--- src/rtl/astrm_pkg.sv ---
package astrm_pkg;
  localparam int DATA_W   = 32;
  localparam int TAG_W    = 4;
  localparam int TAG_LSB  = 20;
  localparam int EVT_N    = 3;
  localparam int EVT_LSB  = 2;
  localparam int RUN_BIT  = 1;
  localparam int SRST_BIT = 0;
  localparam logic [DATA_W-1:0] FIXED_ONES = 32'h0004_0000;

  typedef enum logic {
    SEL_CTL = 1'b0,
    SEL_EVT = 1'b1
  } word_sel_e;
endpackage

--- src/rtl/astrm_fields.sv ---
module astrm_fields #(
  parameter int TAG_W = 4,
  parameter int EVT_N = 3
) (
  input  logic             clk,
  input  logic             rst_n,
  input  logic             wr,
  input  logic [TAG_W-1:0] wr_tag,
  input  logic [EVT_N-1:0] wr_en,
  input  logic             wr_run,
  input  logic             wr_srst,
  input  logic             eng_running,
  output logic [TAG_W-1:0] tag,
  output logic [EVT_N-1:0] en,
  output logic             run_req,
  output logic             srst_req,
  output logic             busy,
  output logic             cad_rst,
  output logic             proto_err
);
  logic refuse;

  assign busy   = run_req | eng_running;
  assign refuse = wr & wr_srst & ~srst_req & busy;

  always_ff @(posedge clk or negedge rst_n) begin
    if (!rst_n) begin
      tag       <= '0;
      en        <= '0;
      run_req   <= 1'b0;
      srst_req  <= 1'b0;
      cad_rst   <= 1'b0;
      proto_err <= 1'b0;
    end else begin
      cad_rst   <= 1'b0;
      proto_err <= refuse;
      if (wr) srst_req <= wr_srst & ~refuse;
      if (srst_req) begin
        tag     <= '0;
        en      <= '0;
        run_req <= 1'b0;
      end else if (wr) begin
        tag     <= wr_tag;
        en      <= wr_en;
        run_req <= wr_run;
        cad_rst <= wr_run & ~run_req;
      end
    end
  end
endmodule

--- src/rtl/astrm_events.sv ---
module astrm_events #(
  parameter int EVT_N = 3
) (
  input  logic             clk,
  input  logic             rst_n,
  input  logic             flush,
  input  logic             wr,
  input  logic [EVT_N-1:0] w1c,
  input  logic [EVT_N-1:0] ev,
  output logic [EVT_N-1:0] sts
);
  for (genvar i = 0; i < EVT_N; i++) begin : g_bit
    always_ff @(posedge clk or negedge rst_n) begin
      if (!rst_n)                 sts[i] <= 1'b0;
      else if (flush)             sts[i] <= 1'b0;
      else if (ev[i])             sts[i] <= 1'b1;
      else if (wr && w1c[i])      sts[i] <= 1'b0;
    end
  end
endmodule

--- src/rtl/astrm_ctl.sv ---
module astrm_ctl
  import astrm_pkg::*;
(
  input  logic              clk,
  input  logic              rst_n,
  input  logic              bus_wr,
  input  logic              bus_addr,
  input  logic [DATA_W-1:0] bus_wdata,
  output logic [DATA_W-1:0] bus_rdata,
  input  logic              sync_hold,
  input  logic              eng_running,
  input  logic              eng_in_reset,
  input  logic              ev_underrun,
  input  logic              ev_ioc_done,
  input  logic              ev_desc_err,
  output logic              dma_run,
  output logic              dma_srst,
  output logic              cad_rst,
  output logic              irq,
  output logic              proto_err
);
  localparam int TAG_MSB = TAG_LSB + TAG_W - 1;
  localparam int EVT_MSB = EVT_LSB + EVT_N - 1;

  logic             wr_ctl, wr_evt;
  logic [TAG_W-1:0] tag;
  logic [EVT_N-1:0] en, sts, ev_vec;
  logic             run_req, srst_req, busy;

  assign wr_ctl = bus_wr & (bus_addr == SEL_CTL);
  assign wr_evt = bus_wr & (bus_addr == SEL_EVT);
  assign ev_vec = {ev_desc_err, ev_underrun, ev_ioc_done};

  astrm_fields #(.TAG_W(TAG_W), .EVT_N(EVT_N)) u_fields (
    .clk         (clk),
    .rst_n       (rst_n),
    .wr          (wr_ctl),
    .wr_tag      (bus_wdata[TAG_MSB:TAG_LSB]),
    .wr_en       (bus_wdata[EVT_MSB:EVT_LSB]),
    .wr_run      (bus_wdata[RUN_BIT]),
    .wr_srst     (bus_wdata[SRST_BIT]),
    .eng_running (eng_running),
    .tag         (tag),
    .en          (en),
    .run_req     (run_req),
    .srst_req    (srst_req),
    .busy        (busy),
    .cad_rst     (cad_rst),
    .proto_err   (proto_err)
  );

  astrm_events #(.EVT_N(EVT_N)) u_events (
    .clk   (clk),
    .rst_n (rst_n),
    .flush (srst_req),
    .wr    (wr_evt),
    .w1c   (bus_wdata[EVT_MSB:EVT_LSB]),
    .ev    (ev_vec),
    .sts   (sts)
  );

  assign dma_run  = run_req & ~sync_hold;
  assign dma_srst = srst_req;
  assign irq      = |(sts & en);

  always_comb begin
    bus_rdata = '0;
    if (bus_addr == SEL_CTL) begin
      bus_rdata                  = FIXED_ONES;
      bus_rdata[TAG_MSB:TAG_LSB] = tag;
      bus_rdata[EVT_MSB:EVT_LSB] = en;
      bus_rdata[RUN_BIT]         = busy;
      bus_rdata[SRST_BIT]        = eng_in_reset;
    end else begin
      bus_rdata[EVT_MSB:EVT_LSB] = sts;
    end
  end
endmodule

--- config.mk ---
export PLATFORM = sky130hd
export DESIGN_NAME = astrm_ctl
export DESIGN_NICKNAME = d
export VERILOG_FILES = /design/src/rtl/astrm_pkg.sv /design/src/rtl/astrm_fields.sv /design/src/rtl/astrm_events.sv /design/src/rtl/astrm_ctl.sv
export SDC_FILE = /design/constraint.sdc
export NUM_CORES = 1
export LEC_CHECK = 0
export ABC_CLOCK_PERIOD_IN_PS = 2400
export BUFFER_PORTS_ARGS = -buffer_cell sky130_fd_sc_hd__buf_2
export CAP_MARGIN = 10
export CORE_MARGIN = 4
export CORE_UTILIZATION = 25
export CTS_CLUSTER_DIAMETER = 60
export CTS_CLUSTER_SIZE = 24
export DETAILED_ROUTE_END_ITERATION = 16
export GPL_ROUTABILITY_DRIVEN = 0
export PLACE_DENSITY_LB_ADDON = 0.12
export SKIP_LAST_GASP = 1
export SLEW_MARGIN = 20
export SYNTH_ARGS = -nofsm -noshare
export SYNTH_HDL_FRONTEND = slang
export SYNTH_SLANG_ARGS = --single-unit
--- constraint.sdc ---
create_clock -name clk -period 2.4 [get_ports clk]
set_input_delay 0.36 -clock clk [delete_from_list [all_inputs] [get_ports clk]]
set_output_delay 0.36 -clock clk [all_outputs]
set_load 0.01 [all_outputs]
# Word-level counts from Yosys, hierarchy flattened
# Cells that the tools add are included.
[op_classes]
n_mux = 20
bitwise_logic = 15
reduce_logical = 8
[ops]
columns = ["op", "count"]
rows = [
  ["two-way mux 19 bit", 1],
  ["two-way mux 1 bit", 13],
  ["two-way mux 3 bit", 3],
  ["nonzero test 3 bit", 3],
  ["bitwise AND 1 bit", 8],
  ["two-way mux 4 bit", 2],
  ["inverter 1 bit", 5],
  ["bitwise AND 3 bit", 1],
  ["logical AND 1 bit", 3],
  ["OR reduction 3 bit", 1],
  ["two-way mux 2 bit", 1],
  ["nonzero test 2 bit", 1],
  ["bitwise OR 1 bit", 1],
]
[totals]
ff_bits = 14
inputBits = 42
out_inout_bits = 37
word_cells = 52

# Logic depth before layout (Yosys ltp)
# Gate-level depths: netlist of the first run.
[logic_depth]
word_depth = 7
mapped_depth = 4
mapped_depth_nobuf = 3

# Cells and area by module
# From an unflattened synthesis of the first run, not the netlist that was laid out.
[unflattened]
hier_cells = 87
hier_area_um2 = 870.8
[modules_own_cells]
columns = ["mod", "instances", "cells_each", "area_per_inst_um2", "seq_area_each_um2"]
rows = [
  ["astrm_fields", 1, 36, 449.2, 275.3],
  ["astrm_ctl", 1, 39, 291.5, 0.0],
  ["astrm_events", 1, 12, 130.1, 75.1],
]

# Worst setup path before layout of the first run
# OpenSTA, ideal clock, no wires.
[synth_timing]
path_type = "register to output"
from = "register u_events.sts[1]"
to = "output port irq"
t_arrival_ns = 0.787
required_time_ns = 2.040
slack_ns = 1.253
stages_incl_launch_ff = 3
path_buffers = 0
cell_sequence = "dfrtp_1 a222oi_1 inv_1"
[synth_via]
elab_chain_cells = 2
[synth_lines]
columns = ["element", "line", "rtl"]
rows = [
  ["from (decl)", "astrm_events.sv:10", "output logic [EVT_N-1:0] sts"],
  ["from (signal, indexed assignment)", "astrm_events.sv:14", "if (!rst_n) sts[i] <= 1'b0;"],
  ["from (signal, indexed assignment)", "astrm_events.sv:15", "else if (flush) sts[i] <= 1'b0;"],
  ["from (signal, indexed assignment)", "astrm_events.sv:16", "else if (ev[i]) sts[i] <= 1'b1;"],
  ["bitwise AND 3 bit", "astrm_ctl.sv:64", "assign irq = |(sts & en);"],
  ["OR reduction 3 bit", "astrm_ctl.sv:64", ""],
  ["to (decl)", "astrm_ctl.sv:19", "output logic irq,"],
]
# No other way between the ends.

# Final worst setup path of the first run
# Same ends and word-level chain as after synthesis.

==> run_results.csv, run 1 <==
group,metric,value,unit
detailed_routing,postRouteAntennaNets,0,
logic_synthesis,ys_seq_area_share,42.1,%
cells_and_area,area_growth,20.0,%
power_and_ir_drop,p_leak,0.000538,µW
cells_and_area,drive_gt1_share,33.3,%
placement,dp.final_hpwl,1450,µm
worst_setup_path,cp_cell_sequence,"a222oi_1 -> inv_1 -> buf_2",
power_and_ir_drop,peakVddDrop,0.125,mV
sta,setup_violations,0,
worst_setup_path,rrSetupSlack,1.41,ns
logic_synthesis,ys_dominant_reg_cell,"dfrtp_1",
sta,rsz0062_at_grt,"false",
detailed_routing,vias,685,
floorplan,start_util,26.6,%
logic_synthesis,yosysTopAreaCell,"dfrtp_1",
detailed_routing,drc_errors,0,
clock_tree,cts_setup_buffers,0,
detailed_routing,firstDrtPassIters,4,
sta,fin_crit,1.56,ns
power_and_ir_drop,power_density,603,nW/µm²
worst_setup_path,cp_slowest_cell,"dfrtp_1",
cells_and_area,regArea,350,µm²
sta,period_share,65.1,%
worst_hold_path,hold_depth,3,
worst_hold_path,worstHoldEndpoint,"u_events.sts[0]",
detailed_routing,routed_wl,1890,µm
power_and_ir_drop,power,602,µW
power_and_ir_drop,pwr-share-clk,28.6,%
clock_tree,htreeDepth,1,
logic_synthesis,synthDistinctLibCells,16,
logic_synthesis,async_reset_ff_share,100,%
detailed_routing,drt_iter0_markers,19,
run_status,status,"finished clean",
cells_and_area,layout.nets,172,
cells_and_area,final_cells,173,
floorplan,rows,20,
worst_setup_path,end_kind,"output pin",
logic_synthesis,synth_top_area_share,42.1,%
sta,fin_worst_skew,0.00148,ns
global_route,grt_usage,8.92,%
global_route,grt_max_degree,16,
worst_setup_path,critPathKind,"flop to output pin",
worst_setup_path,cp_top_family,"flip-flops",
logic_synthesis,synth_edf_count,0,
worst_setup_path,cp_num_buf_inv,2,
cells_and_area,final_util,31.9,%
worst_hold_path,hold_start,"ev_ioc_done",
sta,maxClockFrequency,640,MHz
worst_hold_path,min_path_type,"input pin to flop",
sta,fin_setup_tns,0,ns
floorplan,die_w,65.7,µm
logic_synthesis,netlist_top_cells_count,"23 x buf_4, 16 x nand2_1, 14 x dfrtp_1, 13 x a21oi_1, 7 x nor2b_1",
sta,worst_pin_slew,0.527,ns
clock_tree,numCtsBuffers,3,
worst_setup_path,crit_path_start_kind,"flop",
global_route,grt-ovfl-total,0,
cells_and_area,antenna_cells,0,
power_and_ir_drop,netSwitchingFraction,31.2,%
clock_tree,clock_path_buffers,2,
cells_and_area,multi_input_area,363,µm²
power_and_ir_drop,sequentialPowerShare,49.1,%
sta,hold-worst-slack,0.302,ns
floorplan,dieArea,4320,µm²
floorplan,boundaryPins,79,
sta,finalMaxSlewViolations,0,
clock_tree,cts_tree,"done",
flow_run,maxCapViolations,0,
floorplan,fp.dieH,65.7,µm
logic_synthesis,ys_seq_elements,14,
placement,place.port_buffers,33,
global_route,grt_pass1_vias,679,
logic_synthesis,syn-instance-count,95,
worst_setup_path,cp.arrival,1.20,ns
logic_synthesis,syn_area_per_cell,8.76,µm²
logic_synthesis,ys_warn_count,0,
worst_setup_path,r2r_cells,1,
logic_synthesis,synth_area,832,µm²
power_and_ir_drop,p_int,414,µW
logic_synthesis,synth_area_leaders,"dfrtp_1 42%, buf_4 21%, a21oi_1 7.8%, nand2_1 7.2%, nor2b_1 5.3%",
clock_tree,cts.sinks,14,
logic_synthesis,yosysMostFrequentCell,"buf_4",
clock_tree,path_clk_slew,0.09,ns
detailed_routing,viasPerCell,3.96,
worst_setup_path,required,2.04,ns
floorplan,core_area,3130,µm²
placement,dp.cells,168,
clock_tree,clk_latency,0.28,ns
power_and_ir_drop,power.switching,188,µW
worst_setup_path,path_max_fanout,3,
power_and_ir_drop,combPwrFrac,22.3,%
clock_tree,cts_root_buf,"clkbuf_4",
sta,finalHoldViolCount,0,
global_route,grt_pass1_wl,2900,µm
sta,slew_headroom,64.9,%
global_route,antenna_found_initial,0,
worst_setup_path,crit_path_max_incr_delay,0.40,ns
detailed_routing,wl_per_cell,10.9,µm
cells_and_area,fillers,341,
worst_setup_path,rr_startpoint,"u_fields.srst_req",
worst_setup_path,worst_r2r_endpoint,"u_fields.proto_err",
-- per-stage QoR --
step / setup WS [ns] / instance area [µm²]
6_report: 0.839 / 998
5_1_grt: 0.703 / 998
4_1_cts: 0.820 / 998
3_5_place_dp: 0.895 / 952
3_3_place_gp: 0.907 / 952
2_1_floorplan: 1.25 / 911
-- layout make-up --
cell class                 count  share of cell area (%)
inverter                       3                    1.13
clock buffer                   4                    3.63
sequential                    14                    35.1
timing repair buffer          35                    18.3
tap                           44                    5.51
multi-input combinational     73                    36.3
-- cells by family (layout without fill, tap and decap cells) --
kind of cell / count (synthesis) / count (layout) / share of synthesized area, %
flip-flops: 14 / 14 / 42.1
AND/OR/NAND/NOR: 34 / 34 / 20.6
AO/OA/AOI/OAI: 14 / 14 / 9.02
other: 1 / 22 / 0.451
buffers and inverters: 29 / 42 / 23.8
multiplexers: 3 / 3 / 4.06
-- worst max-delay path by stage --
stage | startpoint | end | slack, ns | depth (start not counted)
2_1_floorplan | u_events.sts[1] | irq | 1.25 | 2
3_3_place_gp | bus_addr | bus_rdata[3] | 0.91 | 3
3_5_place_dp | bus_addr | bus_rdata[2] | 0.89 | 3
4_1_cts | u_events.sts[1] | irq | 0.82 | 3
5_1_grt | u_events.sts[1] | irq | 0.70 | 3
6_report | u_events.sts[1] | irq | 0.84 | 3
-- cells in the final DEF (no fill, tap or decap), drive strengths merged --
| cell | synthesis | routed |
|---|---|---|
| dfrtp | 14 | 14 |
| nand3 | 3 | 3 |
| inv | 3 | 3 |
| nand2 | 16 | 16 |
| nand2b | 1 | 1 |
| conb | 1 | 22 |
| nor4 | 1 | 1 |
| a222oi | 1 | 1 |
| nor4b | 1 | 1 |
| nor2 | 5 | 5 |
| clkbuf | 1 | 4 |
| buf | 25 | 34 |
| nor2b | 7 | 7 |
| mux2 | 3 | 3 |
| dlygate4sd3 | 0 | 1 |
| a21oi | 13 | 13 |
-- routing by layer --
| layer | vias up | global-route usage [%] | wire length, µm |
|---|---|---|---|
| li1 | 329 | - | - |
| met1 | 319 | 9.89 | 762 |
| met2 | 33 | 16.0 | 969 |
| met3 | 4 | 1.03 | 118 |
| met4 | 0 | 5.44 | 37 |
| met5 | - | 0 | 0 |
-- sequential cells by signal, indices dropped and copies added, names as in the netlist --
register,flops
u_fields.tag,4
u_fields.srst_req,1
u_events.sts,3
u_fields.proto_err,1
u_fields.cad_rst,1
u_fields.en,3
u_fields.run_req,1
-- repair_timing --
action,in CTS,in global routing
hold endpoints to repair,14,0
hold buffers,1,0
gates resized for setup,0,0
-- power by group through the flow --
| stage | combinational, µW | clock [µW] | sequential, µW |
|---|---|---|---|
| 2_1_floorplan | 114 | 0 | 288 |
| 3_3_place_gp | 134 | 0 | 301 |
| 3_5_place_dp | 135 | 0 | 301 |
| 4_1_cts | 137 | 180 | 296 |
| 5_1_grt | 154 | 192 | 301 |
| 6_report | 134 | 172 | 295 |
(Power assumes the default switching activity.)
==> run 2, diff against run 1 <==
ABC_CLOCK_PERIOD_IN_PS = 1610   (was 2400)
clock period = 1.61 ns   (was 2.4 ns; I/O delays follow)
==> run 2 against run 1 <==
  * Non-clock buffer count fell by 1
  * Total power rose by 48%
  * Count of clock-buffer cells in the layout did not move
  * Wire length fell by 1.2%
  * Final area fell by 0.75%
  * Core utilization fell by 0.24 points
  * Register-to-register slack got worse by 0.81 ns
  * Sequential power rose by 50%
  * Critical endpoint unchanged
  * Largest power group unchanged
==> run_results.csv, run 2 (synthesis gave the netlist of run 1 again) <==
group,metric,value,unit
run_status,status,"finished clean",
worst_setup_path,r2r_cells,1,
floorplan,core_area,3130,µm²
flow_run,maxCapViolations,0,
power_and_ir_drop,power,893,µW
floorplan,boundaryPins,79,
cells_and_area,layout.nets,171,
worst_hold_path,min_path_type,"input pin to flop",
worst_setup_path,cp-startpoint,"u_fields.en[1]",
detailed_routing,drt_iter0_markers,15,
sta,setup_violations,0,
sta,rsz0062_at_grt,"false",
global_route,grt_max_degree,16,
sta,maxClockFrequency,685,MHz
clock_tree,cts.sinks,14,
global_route,grt-ovfl-total,0,
detailed_routing,vias,681,
cells_and_area,drive_gt1_share,32.8,%
worst_hold_path,hold_start,"ev_ioc_done",
sta,slew_headroom,52.3,%
cells_and_area,antenna_cells,0,
worst_setup_path,rr_startpoint,"u_fields.srst_req",
floorplan,rows,20,
detailed_routing,routed_wl,1870,µm
placement,place_area,945,µm²
clock_tree,htreeDepth,1,
global_route,grt_pass1_vias,660,
clock_tree,cts_tree,"done",
cells_and_area,final_common_cell,"buf_2",
sta,worst_pin_slew,0.715,ns
worst_setup_path,required,1.37,ns
clock_tree,cts_root_buf,"clkbuf_4",
power_and_ir_drop,p_leak,0.000533,µW
power_and_ir_drop,netSwitchingFraction,31.1,%
cells_and_area,final_util,31.7,%
clock_tree,cts_setup_buffers,0,
clock_tree,clk_latency,0.28,ns
global_route,grt_pass1_wl,2900,µm
worst_setup_path,path_max_fanout,3,
sta,fin_crit,1.46,ns
power_and_ir_drop,power.switching,278,µW
worst_setup_path,cp.arrival,1.22,ns
placement,dp.final_hpwl,1470,µm
cells_and_area,regMostFlops,"u_fields.tag",
global_route,antenna_found_initial,0,
clock_tree,cts.repair.resized,0,
power_and_ir_drop,pwr-share-clk,28.3,%
power_and_ir_drop,peakVddDrop,0.358,mV
cells_and_area,largest_registers,"u_fields.tag: 4 flops, u_events.sts: 3 flops, u_fields.en: 3 flops",
power_and_ir_drop,p_int,616,µW
sta,fin_worst_skew,0.00565,ns
worst_hold_path,worstHoldEndpoint,"u_events.sts[0]",
detailed_routing,wl_per_cell,10.8,µm
cells_and_area,design_area,991,µm²
cells_and_area,largest_reg_flops,4,
power_and_ir_drop,sequentialPowerShare,49.5,%
detailed_routing,firstDrtPassIters,4,
power_and_ir_drop,power_density,901,nW/µm²
global_route,grt_usage,8.73,%
worst_setup_path,crit_path_start_kind,"flop",
detailed_routing,drc_errors,0,
worst_setup_path,rrSetupSlack,0.60,ns
clock_tree,numCtsBuffers,3,
cells_and_area,final_cell_mix,"33 x buf_2, 22 x conb_1, 16 x nand2_1, 14 x dfrtp_1, 13 x a21oi_1",
sta,fin_setup_tns,0,ns
worst_setup_path,end_kind,"output pin",
placement,dp_worst_setup_slack,0.159,ns
sta,finalHoldViolCount,0,
sta,period_share,90.7,%
power_and_ir_drop,combPwrFrac,22.2,%
worst_setup_path,critPathKind,"flop to output pin",
detailed_routing,postRouteAntennaNets,0,
worst_setup_path,worst_r2r_endpoint,"u_fields.proto_err",
clock_tree,clock_path_buffers,2,
clock_tree,path_clk_slew,0.09,ns
sta,finalMaxSlewViolations,0,
floorplan,fp.dieH,65.7,µm
cells_and_area,area_growth,19.1,%
floorplan,die_w,65.7,µm
floorplan,start_util,26.6,%
sta,setup_slack,0.150,ns
floorplan,dieArea,4320,µm²
placement,place.port_buffers,33,
detailed_routing,viasPerCell,3.96,
worst_hold_path,hold_depth,3,
==> run 2: how the worst max path moves through the flow <==
stage | endpoint | slack (ns) | cells past startpoint
final | irq | 0.15 | 3
after global routing | irq | 0.007 | 3
after CTS | irq | 0.12 | 3
after detailed placement | u_fields.tag[2] | 0.16 | 4
after global placement | u_fields.srst_req | 0.15 | 4
after floorplan | irq | 0.58 | 2
==> run 2: repair_timing <==
item,CTS,global route
hold buffers,1,0
endpoints found under the hold margin,14,0
endpoints found under the setup margin,0,1
==> run 2: cell type report <==
cell class,count,area (µm²)
Fill cell,352,2140
Multi-Input combinational cell,73,363
Sequential cell,14,350
Timing Repair Buffer,34,175
Tap cell,44,55.1
Clock buffer,4,36.3
Inverter,3,11.3
==> run 2: per-stage QoR <==
stage | cells | hold WS [ns]
3_5_place_dp | 167 | 0.160
5_1_grt | 172 | 0.177
6_report | 172 | 0.173
2_1_floorplan | 116 | -0.0541
4_1_cts | 172 | 0.170
3_3_place_gp | 167 | 0.165
==> run 2: power by group through the flow <==
stage	clock (µW)	combinational [µW]	sequential, µW
2_1_floorplan	0	171	429
3_3_place_gp	0	198	449
3_5_place_dp	0	200	450
4_1_cts	266	202	443
5_1_grt	280	226	449
6_report	253	198	442
==> run 2: routing by layer <==
metal | routed length (µm) | vias up | track usage, %
met2 | 931 | 34 | 15.5
met1 | 743 | 318 | 9.55
met3 | 162 | 2 | 2.39
li1 | - | 327 | -
met5 | 0 | - | 0
met4 | 27 | 0 | 3.89
==> run 2: worst max-delay path, cell delays in order, from the launching register on <==
cell      delay [ns]
dfrtp_1         0.40
a222oi_1        0.34
inv_1           0.06
buf_2           0.14
